### src/rtl/mapper_pkg.sv
package mapper_pkg;

  localparam int CPU_AW    = 16;
  localparam int OFFSET_W  = 14;
  localparam int PAGE_SEL_W = CPU_AW - OFFSET_W;
  localparam int PAGE_CNT  = 1 << PAGE_SEL_W;
  localparam int BLOCK_W   = 5;
  localparam int PHYS_AW   = BLOCK_W + OFFSET_W;
  localparam int REG_W     = 6;
  localparam int DATA_W    = 8;
  localparam int CFG_W     = 3;
  localparam int BANK_W    = REG_W - CFG_W;
  localparam int SLOT_W    = 3;

  typedef logic [REG_W-1:0]      page_reg_t;
  typedef logic [PAGE_SEL_W-1:0] page_sel_t;
  typedef logic [BLOCK_W-1:0]    block_t;
  typedef logic [SLOT_W-1:0]     slot_t;

  // Slot chosen for one window by a compatibility configuration.
  // Slot values 0..3 name main blocks, 4..7 name expansion blocks 0..3.
  function automatic slot_t compat_slot(input logic [CFG_W-1:0] cfg,
                                        input page_sel_t win);
    slot_t s;
    s = slot_t'(win);
    unique case (cfg)
      3'd0: s = slot_t'(win);
      3'd1: if (win == 2'd3) s = 3'd7;
      3'd2: s = slot_t'({1'b1, win});
      3'd3: begin
        if (win == 2'd1) s = 3'd3;
        if (win == 2'd3) s = 3'd7;
      end
      default: if (win == 2'd1) s = slot_t'(cfg);
    endcase
    return s;
  endfunction

  // Physical block for a slot inside a 64 KB expansion bank.
  function automatic block_t slot_to_block(input slot_t s,
                                           input logic [BANK_W-1:0] bank);
    logic [BLOCK_W:0] wide;
    if (!s[SLOT_W-1]) begin
      return block_t'(s[1:0]);
    end
    wide = ({1'b0, BLOCK_W'(bank)} + (BLOCK_W+1)'(1)) << 2;
    wide = wide + (BLOCK_W+1)'(s[1:0]);
    return wide[BLOCK_W-1:0];
  endfunction

  function automatic block_t compat_block(input page_reg_t cfg_reg,
                                          input page_sel_t win);
    return slot_to_block(compat_slot(cfg_reg[CFG_W-1:0], win),
                         cfg_reg[REG_W-1:CFG_W]);
  endfunction

  function automatic block_t paged_block(input page_reg_t r);
    return r[BLOCK_W-1:0];
  endfunction

endpackage

### src/rtl/mapper_port_decode.sv
module mapper_port_decode
  import mapper_pkg::*;
#(
  parameter int AW = CPU_AW,
  parameter int DW = DATA_W
) (
  input  logic          clk,
  input  logic          rst_n,
  input  logic [AW-1:0] cpu_addr,
  input  logic          io_wr,
  input  logic          io_rd,
  input  logic [DW-1:0] wr_data,
  output logic          wr_accept,
  output page_sel_t     port_sel,
  output page_reg_t     wr_val,
  output logic          rd_hit
);

  localparam int TAG_W = DW - REG_W;

  logic port_hit;
  logic tag_ok;

  assign port_hit  = ~cpu_addr[AW-1];
  assign tag_ok    = &wr_data[DW-1 -: TAG_W];
  assign port_sel  = cpu_addr[9:8];
  assign wr_val    = wr_data[REG_W-1:0];
  assign wr_accept = io_wr & port_hit & tag_ok;
  assign rd_hit    = io_rd & port_hit;

  AST_HIGH_ADDR_IGNORED: assert property (@(posedge clk) disable iff (!rst_n)
    cpu_addr[AW-1] |-> (!wr_accept && !rd_hit));

endmodule

### src/rtl/mapper_page_regs.sv
module mapper_page_regs
  import mapper_pkg::*;
#(
  parameter int PAGES = PAGE_CNT
) (
  input  logic      clk,
  input  logic      rst_n,
  input  logic      wr_accept,
  input  page_sel_t port_sel,
  input  page_reg_t wr_val,
  input  logic      compat_mode,
  output page_reg_t page_q [PAGES]
);

  logic [PAGES-1:0] page_we;

  for (genvar i = 0; i < PAGES; i++) begin : g_page
    assign page_we[i] = wr_accept & (compat_mode | (port_sel == page_sel_t'(i)));

    always_ff @(posedge clk or negedge rst_n) begin
      if (!rst_n) begin
        page_q[i] <= page_reg_t'(i);
      end else if (page_we[i]) begin
        page_q[i] <= wr_val;
      end
    end

    AST_HOLD_WITHOUT_WRITE: assert property (@(posedge clk) disable iff (!rst_n)
      !wr_accept |=> $stable(page_q[i]));

    AST_PAGED_OTHERS_KEEP: assert property (@(posedge clk) disable iff (!rst_n)
      (wr_accept && !compat_mode && port_sel != page_sel_t'(i)) |=> $stable(page_q[i]));

    AST_COMPAT_FILLS_ALL: assert property (@(posedge clk) disable iff (!rst_n)
      (wr_accept && compat_mode) |=> (page_q[i] == $past(wr_val)));
  end

  AST_PAGED_SINGLE_WE: assert property (@(posedge clk) disable iff (!rst_n)
    !compat_mode |-> $onehot0(page_we));

endmodule

### src/rtl/mapper_translate.sv
module mapper_translate
  import mapper_pkg::*;
#(
  parameter int PAGES = PAGE_CNT
) (
  input  page_reg_t          page_q [PAGES],
  input  logic [CPU_AW-1:0]  cpu_addr,
  input  logic               compat_mode,
  output logic [PHYS_AW-1:0] phys_addr
);

  block_t    win_block [PAGES];
  page_sel_t win;
  block_t    sel_block;

  assign win = cpu_addr[CPU_AW-1:OFFSET_W];

  for (genvar i = 0; i < PAGES; i++) begin : g_win
    block_t paged_b;
    block_t compat_b;
    assign paged_b      = paged_block(page_q[i]);
    assign compat_b     = compat_block(page_q[0], page_sel_t'(i));
    assign win_block[i] = compat_mode ? compat_b : paged_b;
  end

  assign sel_block = win_block[win];
  assign phys_addr = {sel_block, cpu_addr[OFFSET_W-1:0]};

endmodule

### src/rtl/paged_ram_mapper.sv
module paged_ram_mapper
  import mapper_pkg::*;
(
  input  logic               clk,
  input  logic               rst_n,
  input  logic [CPU_AW-1:0]  cpu_addr,
  input  logic               io_wr,
  input  logic               io_rd,
  input  logic [DATA_W-1:0]  wr_data,
  input  logic               compat_mode,
  output logic [PHYS_AW-1:0] phys_addr,
  output logic [DATA_W-1:0]  rd_data,
  output logic               rd_valid
);

  localparam int TAG_W = DATA_W - REG_W;

  logic      wr_accept;
  logic      rd_hit;
  page_sel_t port_sel;
  page_reg_t wr_val;
  page_reg_t page_q [PAGE_CNT];

  mapper_port_decode #(.AW(CPU_AW), .DW(DATA_W)) u_decode (
    .clk       (clk),
    .rst_n     (rst_n),
    .cpu_addr  (cpu_addr),
    .io_wr     (io_wr),
    .io_rd     (io_rd),
    .wr_data   (wr_data),
    .wr_accept (wr_accept),
    .port_sel  (port_sel),
    .wr_val    (wr_val),
    .rd_hit    (rd_hit)
  );

  mapper_page_regs #(.PAGES(PAGE_CNT)) u_regs (
    .clk         (clk),
    .rst_n       (rst_n),
    .wr_accept   (wr_accept),
    .port_sel    (port_sel),
    .wr_val      (wr_val),
    .compat_mode (compat_mode),
    .page_q      (page_q)
  );

  mapper_translate #(.PAGES(PAGE_CNT)) u_xlate (
    .page_q      (page_q),
    .cpu_addr    (cpu_addr),
    .compat_mode (compat_mode),
    .phys_addr   (phys_addr)
  );

  assign rd_valid = rd_hit;
  assign rd_data  = rd_hit ? {{TAG_W{1'b1}}, page_q[port_sel]} : '0;

  AST_OFFSET_THROUGH: assert property (@(posedge clk) disable iff (!rst_n)
    phys_addr[OFFSET_W-1:0] == cpu_addr[OFFSET_W-1:0]);

  AST_MODE_SWITCH_KEEPS: assert property (@(posedge clk) disable iff (!rst_n)
    (!io_wr && compat_mode != $past(compat_mode)) |-> $stable(page_q[0]));

endmodule

### config.mk
export PLATFORM = sky130hd
export DESIGN_NAME = paged_ram_mapper
export DESIGN_NICKNAME = d
export VERILOG_FILES = /design/src/rtl/mapper_pkg.sv /design/src/rtl/mapper_port_decode.sv /design/src/rtl/mapper_page_regs.sv /design/src/rtl/mapper_translate.sv /design/src/rtl/paged_ram_mapper.sv
export SDC_FILE = /design/constraint.sdc
export NUM_CORES = 1
export LEC_CHECK = 0
export BUFFER_PORTS_ARGS = -buffer_cell sky130_fd_sc_hd__buf_2
export CAP_MARGIN = 30
export CELL_PAD_IN_SITES_DETAIL_PLACEMENT = 1
export CELL_PAD_IN_SITES_GLOBAL_PLACEMENT = 2
export CORE_MARGIN = 2
export CORE_UTILIZATION = 25
export DETAILED_ROUTE_END_ITERATION = 6
export PLACE_DENSITY_LB_ADDON = 0.1
export SYNTH_ARGS = -nofsm -noshare
export SYNTH_HDL_FRONTEND = slang
export SYNTH_SLANG_ARGS = --single-unit
### constraint.sdc
create_clock -name clk -period 2.5 [get_ports clk]
set_input_delay 0.25 -clock clk [delete_from_list [all_inputs] [get_ports clk]]
set_output_delay 0.25 -clock clk [all_outputs]
set_load 0.005 [all_outputs]
==> Yosys cells after proc, flatten, opt, wreduce, memory -nomap -nowiden <==
Index checks and enable logic that the tools add are counted.
{ "word_totals": {"word_cells": 55, "regBits": 24, "out_inout_bits": 28} }
{ "classes": {"mux": 19, "bitwise_logic": 14, "eq_ne": 6, "n_lt_le_gt_ge": 2, "add_sub_neg": 5, "n_reduce_logical": 5} }
{ "ops": {"columns": ["operator", "n"], "rows": [
  ["5-bit two-way mux", 10],
  ["5-bit by 2-bit adder with 5-bit output", 4],
  ["6-bit binary-select mux with 2-bit select", 1],
  ["6-bit two-way mux", 2],
  ["5-bit binary-select mux with 2-bit select", 1],
  ["3-bit two-way mux", 3],
  ["3-bit case mux with 3 select lines", 1],
  ["8-bit two-way mux", 1],
  ["1-bit bitwise AND", 7],
  ["3-bit by 2-bit equality test with 1-bit output, second input constant", 2],
  ["3-bit greater-or-equal comparator, second input constant", 2],
  ["2-bit inverter with 3-bit output", 2],
  ["2-bit equality test, second input constant", 2],
  ["1-bit bitwise OR", 4],
  ["3-bit by 1-bit adder with 3-bit output, second input constant", 1],
  ["3-bit by 1-bit equality test with 1-bit output, second input constant", 1],
  ["3-bit zero test", 1],
  ["3-bit OR reduction", 1],
  ["2-bit by 1-bit equality test with 1-bit output, second input constant", 1],
  ["2-bit zero test", 1],
  ["2-bit AND reduction", 1],
  ["2-bit OR reduction", 1],
  ["1-bit inverter", 1]
]} }

==> Longest topological paths before layout <==
Gate-level depths: netlist (run 1).
{ "depth": {"depth_word": 9, "mapped_depth": 5, "depth_no_buf": 4} }

==> By module <==
A second synthesis (run 1) with hierarchy kept.
{ "hier_totals": {"hier_cells": 157, "hier_area_um2": 1652.8} }
{ "by_module_without_submodules": {"columns": ["mod", "area_per_inst_um2", "instances", "cells_each"], "rows": [
  ["mapper_page_regs", 922.1, 1, 65],
  ["mapper_translate", 457.9, 1, 59],
  ["paged_ram_mapper", 193.9, 1, 23],
  ["mapper_port_decode", 78.8, 1, 10]
]} }

==> Worst setup path after synthesis (run 1) <==
No wires, ideal clock.
{ "synth_timing": {"kind": "register -> output", "start": "register u_regs.page_q[18] (netlist bit)", "end": "output port phys_addr[18]", "t_arrival_ns": 1.219, "stages_incl_launch_ff": 5, "path_slack_ns": 1.031, "path_cell_list": "dfrtp_1 -> nand2b_1 -> a31oi_1 -> a221oi_1 -> a2111oi_2"} }
{ "synth_between": {"elab_chain_cells": 9, "word_cells_on_any_way": 22, "cone_classes": "add/sub: 1; eq/ne: 3; mux: 15; reduce/logical: 3"} }
{ "synth_rtl": {"columns": ["item", "line_no", "rtl"], "rows": [
  ["from (decl)", "mapper_page_regs.sv:12", "output page_reg_t page_q [PAGES]"],
  ["from (signal, indexed assignment)", "mapper_page_regs.sv:22", "page_q[i] <= page_reg_t'(i);"],
  ["from (signal, indexed assignment)", "mapper_page_regs.sv:24", "page_q[i] <= wr_val;"],
  ["3-bit by 1-bit equality test with 1-bit output / 3-bit zero test (equally long branches)", "mapper_pkg.sv:26", "unique case (cfg)"],
  ["2-bit OR reduction (no line)", null, null],
  ["3-bit case mux with 3 select lines", "mapper_pkg.sv:26", null],
  ["5-bit by 2-bit adder with 5-bit output", "mapper_pkg.sv:47", "wide = wide + (BLOCK_W+1)'(s[1:0]);"],
  ["5-bit two-way mux", "mapper_pkg.sv:46", "wide = ({1'b0, BLOCK_W'(bank)} + (BLOCK_W+1)'(1)) << 2;"],
  ["5-bit two-way mux", "mapper_translate.sv:23", "assign win_block[i] = compat_mode ? compat_b : paged_b;"],
  ["5-bit binary-select mux with 2-bit select (*)", "mapper_translate.sv:26", "assign sel_block = win_block[win];"],
  ["5-bit two-way mux (not written as such) (*) (2 in a row)", "mapper_translate.sv:26", null],
  ["to (decl)", "paged_ram_mapper.sv:11", "output logic [PHYS_AW-1:0] phys_addr,"]
]} }
Mark *: on every way between the ends. The rest lies on a longest branch, timed or not. The select of a mux whose other input is x is not followed.

==> Final worst setup path (run 1) <==
{ "layout_timing": {"start": "register u_regs.page_q[18] (netlist bit)", "end": "output port phys_addr[16]"} }
Same word-level chain as after synthesis.

==> impl_metrics.toml, run 1 <==
[run_status]
outcome = "complete, no violations"

[synth]
synthTopCellsByArea = "dfrtp_1 (31%), mux2_1 (13%), mux4_2 (8.4%)"
synthCells = 133
ys_seq_area_share_pct = 37.7
synth_top_flop_cell = "dfrtp_1"
ys_ff_latch = 24
synth.cell_area_um2 = 1610
async_flop_share_pct = 100
synth_edf_count = 0
ys_warn_count = 0
synth_top_area_share_pct = 31.2
synth_nets = 163
avgSynthCellArea_um2 = 12.1
synth_cell_types = 37
synth_largest_area_cell = "dfrtp_1"

[layout]
fillers = 711
layout-drive-gt1-share_pct = 39.0
final_cell_mix = "buf_2 (32), dfrtp_1 (20), mux2_1 (18)"
diodes = 0
largest_reg_flops = 24
post-route-util_pct = 27.8
final_cells = 223
reg_top3 = "u_regs.page_q (24)"
top_register = "u_regs.page_q"
area_growth_pct = 8.81
nets = 177
fin_area_um2 = 1750
final_common_cell = "buf_2"

[die]
pin_count = 57
start_util_pct = 25.6
fp.dieArea_um2 = 7080
core_area_um2 = 6280
die_w_um = 84.1
rows = 29
fp.dieH_um = 84.1

[routing]
via_count = 1089
via_per_inst = 4.88
drc_errors = 0
routed_wl_mm = 4.18
first_iter_violations = 37
postRouteAntennaNets = 0
dr.pass1.iters = 5
wl_per_cell_um = 18.8

[setup_path]
crit_required_ns = 2.25
start_kind = "register"
cpPeakStageDelay_ns = 0.45
critical_path.cell_chain = "nand2b_1 -> a31oi_1 -> a221oi_1 -> a2111oi_1 -> buf_2"
critPathKind = "register to output pin"
crit_fanout = 7
end_kind = "output pin"
worstPathArrival_ns = 1.97
cp_slowest_cell = "dfrtp_1"

[timing]
post-route-period-util_pct = 88.8
rsz0062_at_grt = "no"
tns_ns = 0
fin_crit_ns = 2.22
drv_slew = 0
setup-violations-final = 0
hold_viol_final = 0
worst_hold_slack_ns = 0.230
relSlewSlack_pct = 62.1
max_slew.worst_pin.slew_ns = 0.569
skew_ns = 0
max_freq_ghz = 0.451

[global_routing]
grt_pass1_wl_mm = 7.11
grt_max_degree = 25
track_usage_pct = 12.8
overflow = 0
antenna_found_initial = 0
grt_pass1_vias = 1223

[clock_network]
cts_max_level = 1
cts-buffers-inserted = 3
cts_tree = "done"
cts.sinks = 24
post-cts-setup-buffer-count = 0
root_buffer = "clkbuf_8"
clock_path_buffers = 2
insertion_delay_ns = 0.26
cts_resized = 0
cts.clk_slew.worst_paths_ns = 0.09

[pwr]
p_leak_uw = 0.000740
vdd_drop_max_uv = 238
power_density_nw_per_um2 = 660

[flow_run]
cap_violations = 0

[worst_hold_path]
hp-class = "primary input to register"

[placement]
post-dp-hpwl_mm = 3.08
place_area_um2 = 1690
io_buffers = 32
dp.cells = 218
place_congestion = 0.749
==> cells in the mapped netlist (all sizes together) (2+ instances only) <==
library cell / instances
mux2i: 2
inv: 2
nor2b: 13
o21ai: 6
a211oi: 3
a2111oi: 4
nor2: 3
buf: 22
mux4: 6
mux2: 24
a221oi: 5
nand2b: 2
dfrtp: 20
dfstp: 4
a21oi: 2
or2: 3
clkbuf: 2
==> cell families (layout without fill, tap and decap cells) <==
family	Yosys count	after routing	share of synthesized area, %
compound gates	24	24	11.8
xor+xnor	1	1	0.546
fa+ha+maj	1	1	0.779
buf+inv	26	39	11.1
flops	24	24	37.7
mux	32	32	27.9
simple gates	25	25	10.2
==> what timing repair did <==
item                       in CTS  in global routing
setup endpoints to repair       0                  0
hold endpoints to repair       20                  0
hold buffers                    1                  0
==> through the flow <==
step,setup WS [ns],total power [uW]
4_1_cts,0.296,1180
3_3_place_gp,0.601,920
6_report,0.280,1150
2_1_floorplan,1.03,819
3_5_place_dp,0.646,925
5_1_grt,0.175,1250
==> power by group <==
| group | total [uW] | internal, uW | switching [uW] |
|---|---|---|---|
| Clock | 242 | 114 | 128 |
| Combinational | 326 | 196 | 130 |
| Sequential | 585 | 495 | 90.1 |
==> final timing paths <==
| check | from | slack (ns) | to | cells after the start |
|---|---|---|---|---|
| max in group asynchronous | rst_n | 1.62 | u_regs.page_q[21]$_DFFE_PN0P_ | 2 |
| hold / removal | wr_data[3] | 0.23 | u_regs.page_q[15]$_DFFE_PN0P_ | 2 |
| setup / recovery | u_regs.page_q[18]$_DFFE_PN0P_ | 0.28 | phys_addr[16] | 5 |
| min in group asynchronous | rst_n | 0.50 | u_regs.page_q[6]$_DFFE_PN0P_ | 2 |
| setup reg to reg | u_regs.page_q[21]$_DFFE_PN0P_ | 1.62 | u_regs.page_q[21]$_DFFE_PN0P_ | 1 |
| hold reg to reg | u_regs.page_q[11]$_DFFE_PN0P_ | 0.50 | u_regs.page_q[11]$_DFFE_PN0P_ | 1 |
==> routing by layer <==
metal | vias to the layer above | GRT usage (%) | wire (um)
met5 | - | 0 | 0
met4 | 0 | 3.52 | 49
met3 | 6 | 2.65 | 218
met2 | 31 | 20.0 | 1870
met1 | 550 | 18.1 | 2050
li1 | 502 | - | -
==> area by class of cell <==
type / instances / area, um^2 / area share [%]
Timing Repair Buffer: 33 / 170 / 9.74
Clock buffer: 4 / 45.0 / 2.58
Inverter: 2 / 7.51 / 0.430
Tap cell: 77 / 96.3 / 5.52
Multi-Input combinational cell: 83 / 822 / 47.1
Sequential cell: 24 / 606 / 34.7
==> critical path: cells and delay by family, from the launching register on <==
family                 cells  cell delay [ns]
flip-flops                 1             0.45
AO/OA/AOI/OAI              3             0.85
buffers and inverters      1             0.21
AND/OR/NAND/NOR            1             0.19
Power figures use the tool's default switching activity.
==> run 2: changes to the inputs <==
==> constraint.sdc (replaced) <==
create_clock -name clk -period 2.6 [get_ports clk]
set_input_delay 0.26 -clock clk [delete_from_list [all_inputs] [get_ports clk]]
set_output_delay 0.26 -clock clk [all_outputs]
set_load 0.005 [all_outputs]
==> impl_metrics.toml, run 2 (synthesis gave the netlist of run 1 again) <==
[global_routing]
met3_usage_pct = 2.16
track_usage_pct = 12.9
grtUsageMet1_pct = 18.4
antenna_found_initial = 0
grt_pass1_wl_mm = 6.98
top_usage_layer = "met2"
grt_pass1_vias = 1213
grt_use_met2_pct = 19.6
grt_max_degree = 25
overflow = 0

[routing]
dr.pass1.iters = 4
drc_errors = 0
first_iter_violations = 35
via_per_inst = 4.93
via_count = 1100
routed_wl_mm = 4.28
postRouteAntennaNets = 0
wl_per_cell_um = 19.2

[pwr]
p_leak_uw = 0.000740
power_density_nw_per_um2 = 636
vdd_drop_max_uv = 220
power_uw = 1110

[timing]
max_freq_ghz = 0.456
relSlewSlack_pct = 60.8
fin_crit_ns = 2.19
drv_slew = 0
skew_ns = 0
tns_ns = 0
worst_slack_ns = 0.409
post-route-period-util_pct = 84.3
hold_viol_final = 0
setup-violations-final = 0
max_slew.worst_pin.slew_ns = 0.588
rsz0062_at_grt = "no"

[layout]
reg_top3 = "u_regs.page_q (24)"
final_cell_mix = "buf_2 (32), dfrtp_1 (20), mux2_1 (18)"
seqCellArea_um2 = 606
fillers = 699
final_common_cell = "buf_2"
multiInputGateArea_um2 = 822
area_growth_pct = 8.81
nets = 177
largest_reg_flops = 24
top_register = "u_regs.page_q"
layout-drive-gt1-share_pct = 39.0
diodes = 0

[clock_network]
cts-buffers-inserted = 3
cts.sinks = 24
cts_tree = "done"
clock_path_buffers = 2
insertion_delay_ns = 0.27
root_buffer = "clkbuf_8"
cts.clk_slew.worst_paths_ns = 0.09
cts_max_level = 1

[worst_hold_path]
min_path_cells = 2
hp-class = "primary input to register"

[die]
die_w_um = 84.1
start_util_pct = 25.6
pin_count = 57
fp.dieArea_um2 = 7080
core_area_um2 = 6280
rows = 29
fp.dieH_um = 84.1

[setup_path]
rr_worst_depth = 1
start_kind = "register"
critPathKind = "register to output pin"
cpPeakStageDelay_ns = 0.45
critical_path.cell_chain = "nand2b_1 -> a31oi_1 -> a221oi_1 -> a2111oi_1 -> buf_2"
cp_slowest_cell = "dfrtp_1"
worstPathArrival_ns = 1.93
end_kind = "output pin"
crit_required_ns = 2.34
crit_fanout = 7

[flow_run]
cap_violations = 0

[placement]
place_congestion = 0.753
pre_cts_slack_ns = 0.663
io_buffers = 32

[run_status]
outcome = "complete, no violations"
run 2: cell counts in the layout (fill, tap and decap cells not counted):
Identical to the previous run, type by type.
run 2: worst paths after layout:
path	start	end	slack (ns)
worst max-delay path	u_regs.page_q[18]$_DFFE_PN0P_	phys_addr[16]	0.41
worst min-delay path	wr_data[3]	u_regs.page_q[21]$_DFFE_PN0P_	0.24
worst max register to register	u_regs.page_q[21]$_DFFE_PN0P_	u_regs.page_q[21]$_DFFE_PN0P_	1.73
worst min register to register	u_regs.page_q[11]$_DFFE_PN0P_	u_regs.page_q[11]$_DFFE_PN0P_	0.50
max in group asynchronous	rst_n	u_regs.page_q[22]$_DFFE_PN0P_	1.70
min in group asynchronous	rst_n	u_regs.page_q[6]$_DFFE_PN0P_	0.52
run 2: layer usage:
metal / routed length, um / share of wire, %
met5: 0 / 0
met2: 1940 / 45
met3: 164 / 3.8
met4: 56 / 1.3
met1: 2120 / 50
run 2: what timing repair did:
action	in CTS	in global routing
gates resized for setup	0	0
setup buffers	0	0
endpoints found under the hold margin	8	0
endpoints found under the setup margin	0	0
hold buffers	1	0
run 2: critical path, delay by kind of cell (launching register included):
kind                   cells  cell delay (ns)
flip-flops                 1             0.45
buffers and inverters      1             0.20
AND/OR/NAND/NOR            1             0.19
AO/OA/AOI/OAI              3             0.82
run 2: power breakdown:
part           switching [uW]  leakage [uW]  internal [uW]  total (uW)
combinational             124      0.000431            188         312
clock                     128     0.0000228            110         238
sequential               85.6      0.000285            476         561
total                     338      0.000740            773        1110
run 2: layout make-up:
cell class                 count  area share (%)
multi-input combinational     83            47.1
inverter                       2           0.430
clock buffer                   4            2.58
timing repair buffer          33            9.74
sequential                    24            34.7
tap                           77            5.52
run 2: per-stage QoR:
stage	instances	hold slack, ns	instance area (um^2)	util (%)
global placement	218	0.298	1690	26.9
detailed placement	218	0.302	1690	26.9
finish	223	0.235	1750	27.8
CTS	223	0.231	1750	27.8
global route	223	0.240	1750	27.8
floorplan	133	-0.0356	1610	-
==> run 3: changes to the inputs <==
--- a/config.mk
+++ b/config.mk
@@ -5,12 +5,13 @@
 export SDC_FILE = /design/constraint.sdc
 export NUM_CORES = 1
 export LEC_CHECK = 0
+export ABC_AREA = 1
 export BUFFER_PORTS_ARGS = -buffer_cell sky130_fd_sc_hd__buf_2
 export CAP_MARGIN = 30
 export CELL_PAD_IN_SITES_DETAIL_PLACEMENT = 1
 export CELL_PAD_IN_SITES_GLOBAL_PLACEMENT = 2
 export CORE_MARGIN = 2
-export CORE_UTILIZATION = 25
+export CORE_UTILIZATION = 24
 export DETAILED_ROUTE_END_ITERATION = 6
 export PLACE_DENSITY_LB_ADDON = 0.1
 export SYNTH_ARGS = -nofsm -noshare
==> constraint.sdc (replaced) <==
create_clock -name clk -period 1.9 [get_ports clk]
set_input_delay 0.19 -clock clk [delete_from_list [all_inputs] [get_ports clk]]
set_output_delay 0.19 -clock clk [all_outputs]
set_load 0.005 [all_outputs]
==> impl_metrics.toml, run 3 <==
[global_routing]
grt_pass1_wl_mm = 8.80
grt_max_degree = 25
track_usage_pct = 15.0
overflow = 0
antenna_found_initial = 0
grt_pass1_vias = 1566

[setup_path]
cpMostUsedCell = "nand2_1"
regToRegSetupSlack_ns = 1.12
critPathKind = "register to output pin"
crit_required_ns = 1.71
startpoint = "u_regs.page_q[19]$_DFFE_PN0P_"
cp_num_cells = 7
worstPathArrival_ns = 1.44
worstReg2RegStart = "u_regs.page_q[1]$_DFFE_PN1P_"
critical_path.cell_chain = "o21ai_1 -> nand2_1 -> nand3_1 -> nand2_1 -> nand2_1 -> inv_1 -> buf_2"
cp_slowest_cell = "dfrtp_1"
reg2reg_to = "u_regs.page_q[1]$_DFFE_PN1P_"
crit_fanout = 7
path_buf_inv = 2
rr_worst_depth = 2
cp-endpoint = "phys_addr[16]"
start_kind = "register"
crit_family = "flip-flops"
cpPeakStageDelay_ns = 0.48
end_kind = "output pin"

[timing]
max_freq_ghz = 0.612
setup-violations-final = 0
max_slew.worst_pin.slew_ns = 0.593
hold_viol_final = 0
skew_ns = 0
rsz0062_at_grt = "no"
tns_ns = 0
relSlewSlack_pct = 60.4
worst_hold_slack_ns = 0.225
post-route-period-util_pct = 86.0
drv_slew = 0
fin_crit_ns = 1.63

[die]
core_area_um2 = 6830
fp.dieH_um = 88.2
rows = 30
start_util_pct = 24.9
pin_count = 57
die_w_um = 88.2
fp.dieArea_um2 = 7780

[pwr]
vdd_drop_max_uv = 279
power_uw = 1530
p_seq_share_pct = 47.9
power_switching_uw = 565
p_leak_uw = 0.000878
power_density_nw_per_um2 = 834
p_sw_share_pct = 36.9
pwr-share-clk_pct = 21.7
combPwrFrac_pct = 30.4
p_int_uw = 965

[synth]
synth_largest_area_cell = "dfrtp_1"
synth_nets = 260
async_flop_share_pct = 100
synth_top_area_share_pct = 29.4
ys_ff_latch = 24
synth_edf_count = 0
yosysMostFrequentCell = "nand2_1"
ys_warn_count = 0
synthCells = 230
synthTopCellsByCount = "nand2_1 (56), dfrtp_1 (20), inv_1 (19), nand3_1 (19)"
avgSynthCellArea_um2 = 7.40
ys_seq_area_share_pct = 35.6
synth_top_flop_cell = "dfrtp_1"
synth_cell_types = 23
synthTopCellsByArea = "dfrtp_1 (29%), nand2_1 (12%), o21ai_2 (8.2%)"
synth.cell_area_um2 = 1700

[layout]
nets = 273
diodes = 0
multiInputGateArea_um2 = 802
area_growth_pct = 7.79
top_register = "u_regs.page_q"
layout-drive-gt1-share_pct = 28.1
seqCellArea_um2 = 606
final_common_cell = "nand2_1"
reg_top3 = "u_regs.page_q (24)"
fillers = 873
final_cell_mix = "nand2_1 (56), buf_2 (32), dfrtp_1 (20)"
fin_area_um2 = 1830
final_cells = 338
largest_reg_flops = 24

[clock_network]
insertion_delay_ns = 0.27
cts_max_level = 1
clock_path_buffers = 2
cts.clk_slew.worst_paths_ns = 0.09
root_buffer = "clkbuf_8"
cts.sinks = 24
cts_tree = "done"
cts-buffers-inserted = 3

[routing]
via_per_inst = 4.45
dr.pass1.iters = 4
first_iter_violations = 55
wl_per_cell_um = 15.6
drc_errors = 0
routed_wl_mm = 5.28
postRouteAntennaNets = 0
via_count = 1503

[run_status]
outcome = "complete, no violations"

[placement]
place_congestion = 0.797
io_buffers = 32
dp.cells = 333
post-dp-hpwl_mm = 3.99
place_area_um2 = 1780

[flow_run]
cap_violations = 0

[worst_hold_path]
hp-class = "primary input to register"
-- run 3: changes by cell type after synthesis, moves of 9 or more --
cell     change
nor2b_1     -12
inv_1       +17
o21ai_0      +9
nor2_1      +13
nand2_1     +56
mux2_1      -18
nand3_1     +19
a21oi_1     +12
o21ai_2     +13
-- run 3: how the worst min path moves through the flow --
stage,end,cells after the start,from,slack [ns]
2_1_floorplan,u_regs.page_q[10]$_DFFE_PN0P_,0,rst_n,-0.11
3_3_place_gp,u_regs.page_q[5]$_DFFE_PN0P_,1,rst_n,0.24
3_5_place_dp,u_regs.page_q[5]$_DFFE_PN0P_,1,rst_n,0.24
4_1_cts,u_regs.page_q[11]$_DFFE_PN0P_,3,wr_data[5],0.23
5_1_grt,u_regs.page_q[11]$_DFFE_PN0P_,3,wr_data[5],0.24
6_report,u_regs.page_q[4]$_DFFE_PN0P_,3,wr_data[4],0.23
-- run 3: worst min-delay path: stages --
cell and delay, ns:
buf_2 0.07, inv_1 0.07, o21ai_2 0.13
-- run 3: metrics by stage --
step,setup WS [ns],util (%)
after detailed placement,0.477,26.0
after global routing,0.0886,26.8
after floorplan,0.781,-
after CTS,0.165,26.8
after global placement,0.419,26.0
final,0.267,26.8
-- run 3: power by group through the flow --
| stage | clock (uW) | sequential (uW) | combinational [uW] |
|---|---|---|---|
| 2_1_floorplan | 0 | 702 | 361 |
| 3_3_place_gp | 0 | 745 | 477 |
| 3_5_place_dp | 0 | 745 | 471 |
| 4_1_cts | 341 | 736 | 474 |
| 5_1_grt | 359 | 756 | 549 |
| 6_report | 331 | 733 | 465 |
-- run 3: timing repair --
action                                  CTS  global route
hold buffers                              1             0
setup buffers                             0             0
endpoints found under the setup margin    0             1
gates resized for setup                   0             1
endpoints found under the hold margin    20             0
-- run 3: cells by family after synthesis --
kind of cell / share of synthesized area [%]
xor gates and xnor gates: 0.515
adders and majority gates: 0.735
DFF: 35.6
AOI/OAI and AO/OA: 20.5
and+or+nand+nor: 25.4
buffers and inverters: 17.3
-- run 3: layout make-up --
type / count / area share, %
multi-input cells: 158 / 43.7
well taps: 96 / 6.55
clock buffers: 4 / 2.46
inverters: 23 / 4.98
flip-flops and latches: 24 / 33.0
repair buffers: 33 / 9.28
-- run 3: layer usage --
metal	GRT usage (%)	part of all wire (%)	routed length (um)	vias to the layer above
met5	0	0	0	-
met4	2.89	0.64	34	0
met3	1.70	3.1	166	2
met2	24.1	45	2360	31
met1	22.0	52	2720	710
li1	-	-	-	760
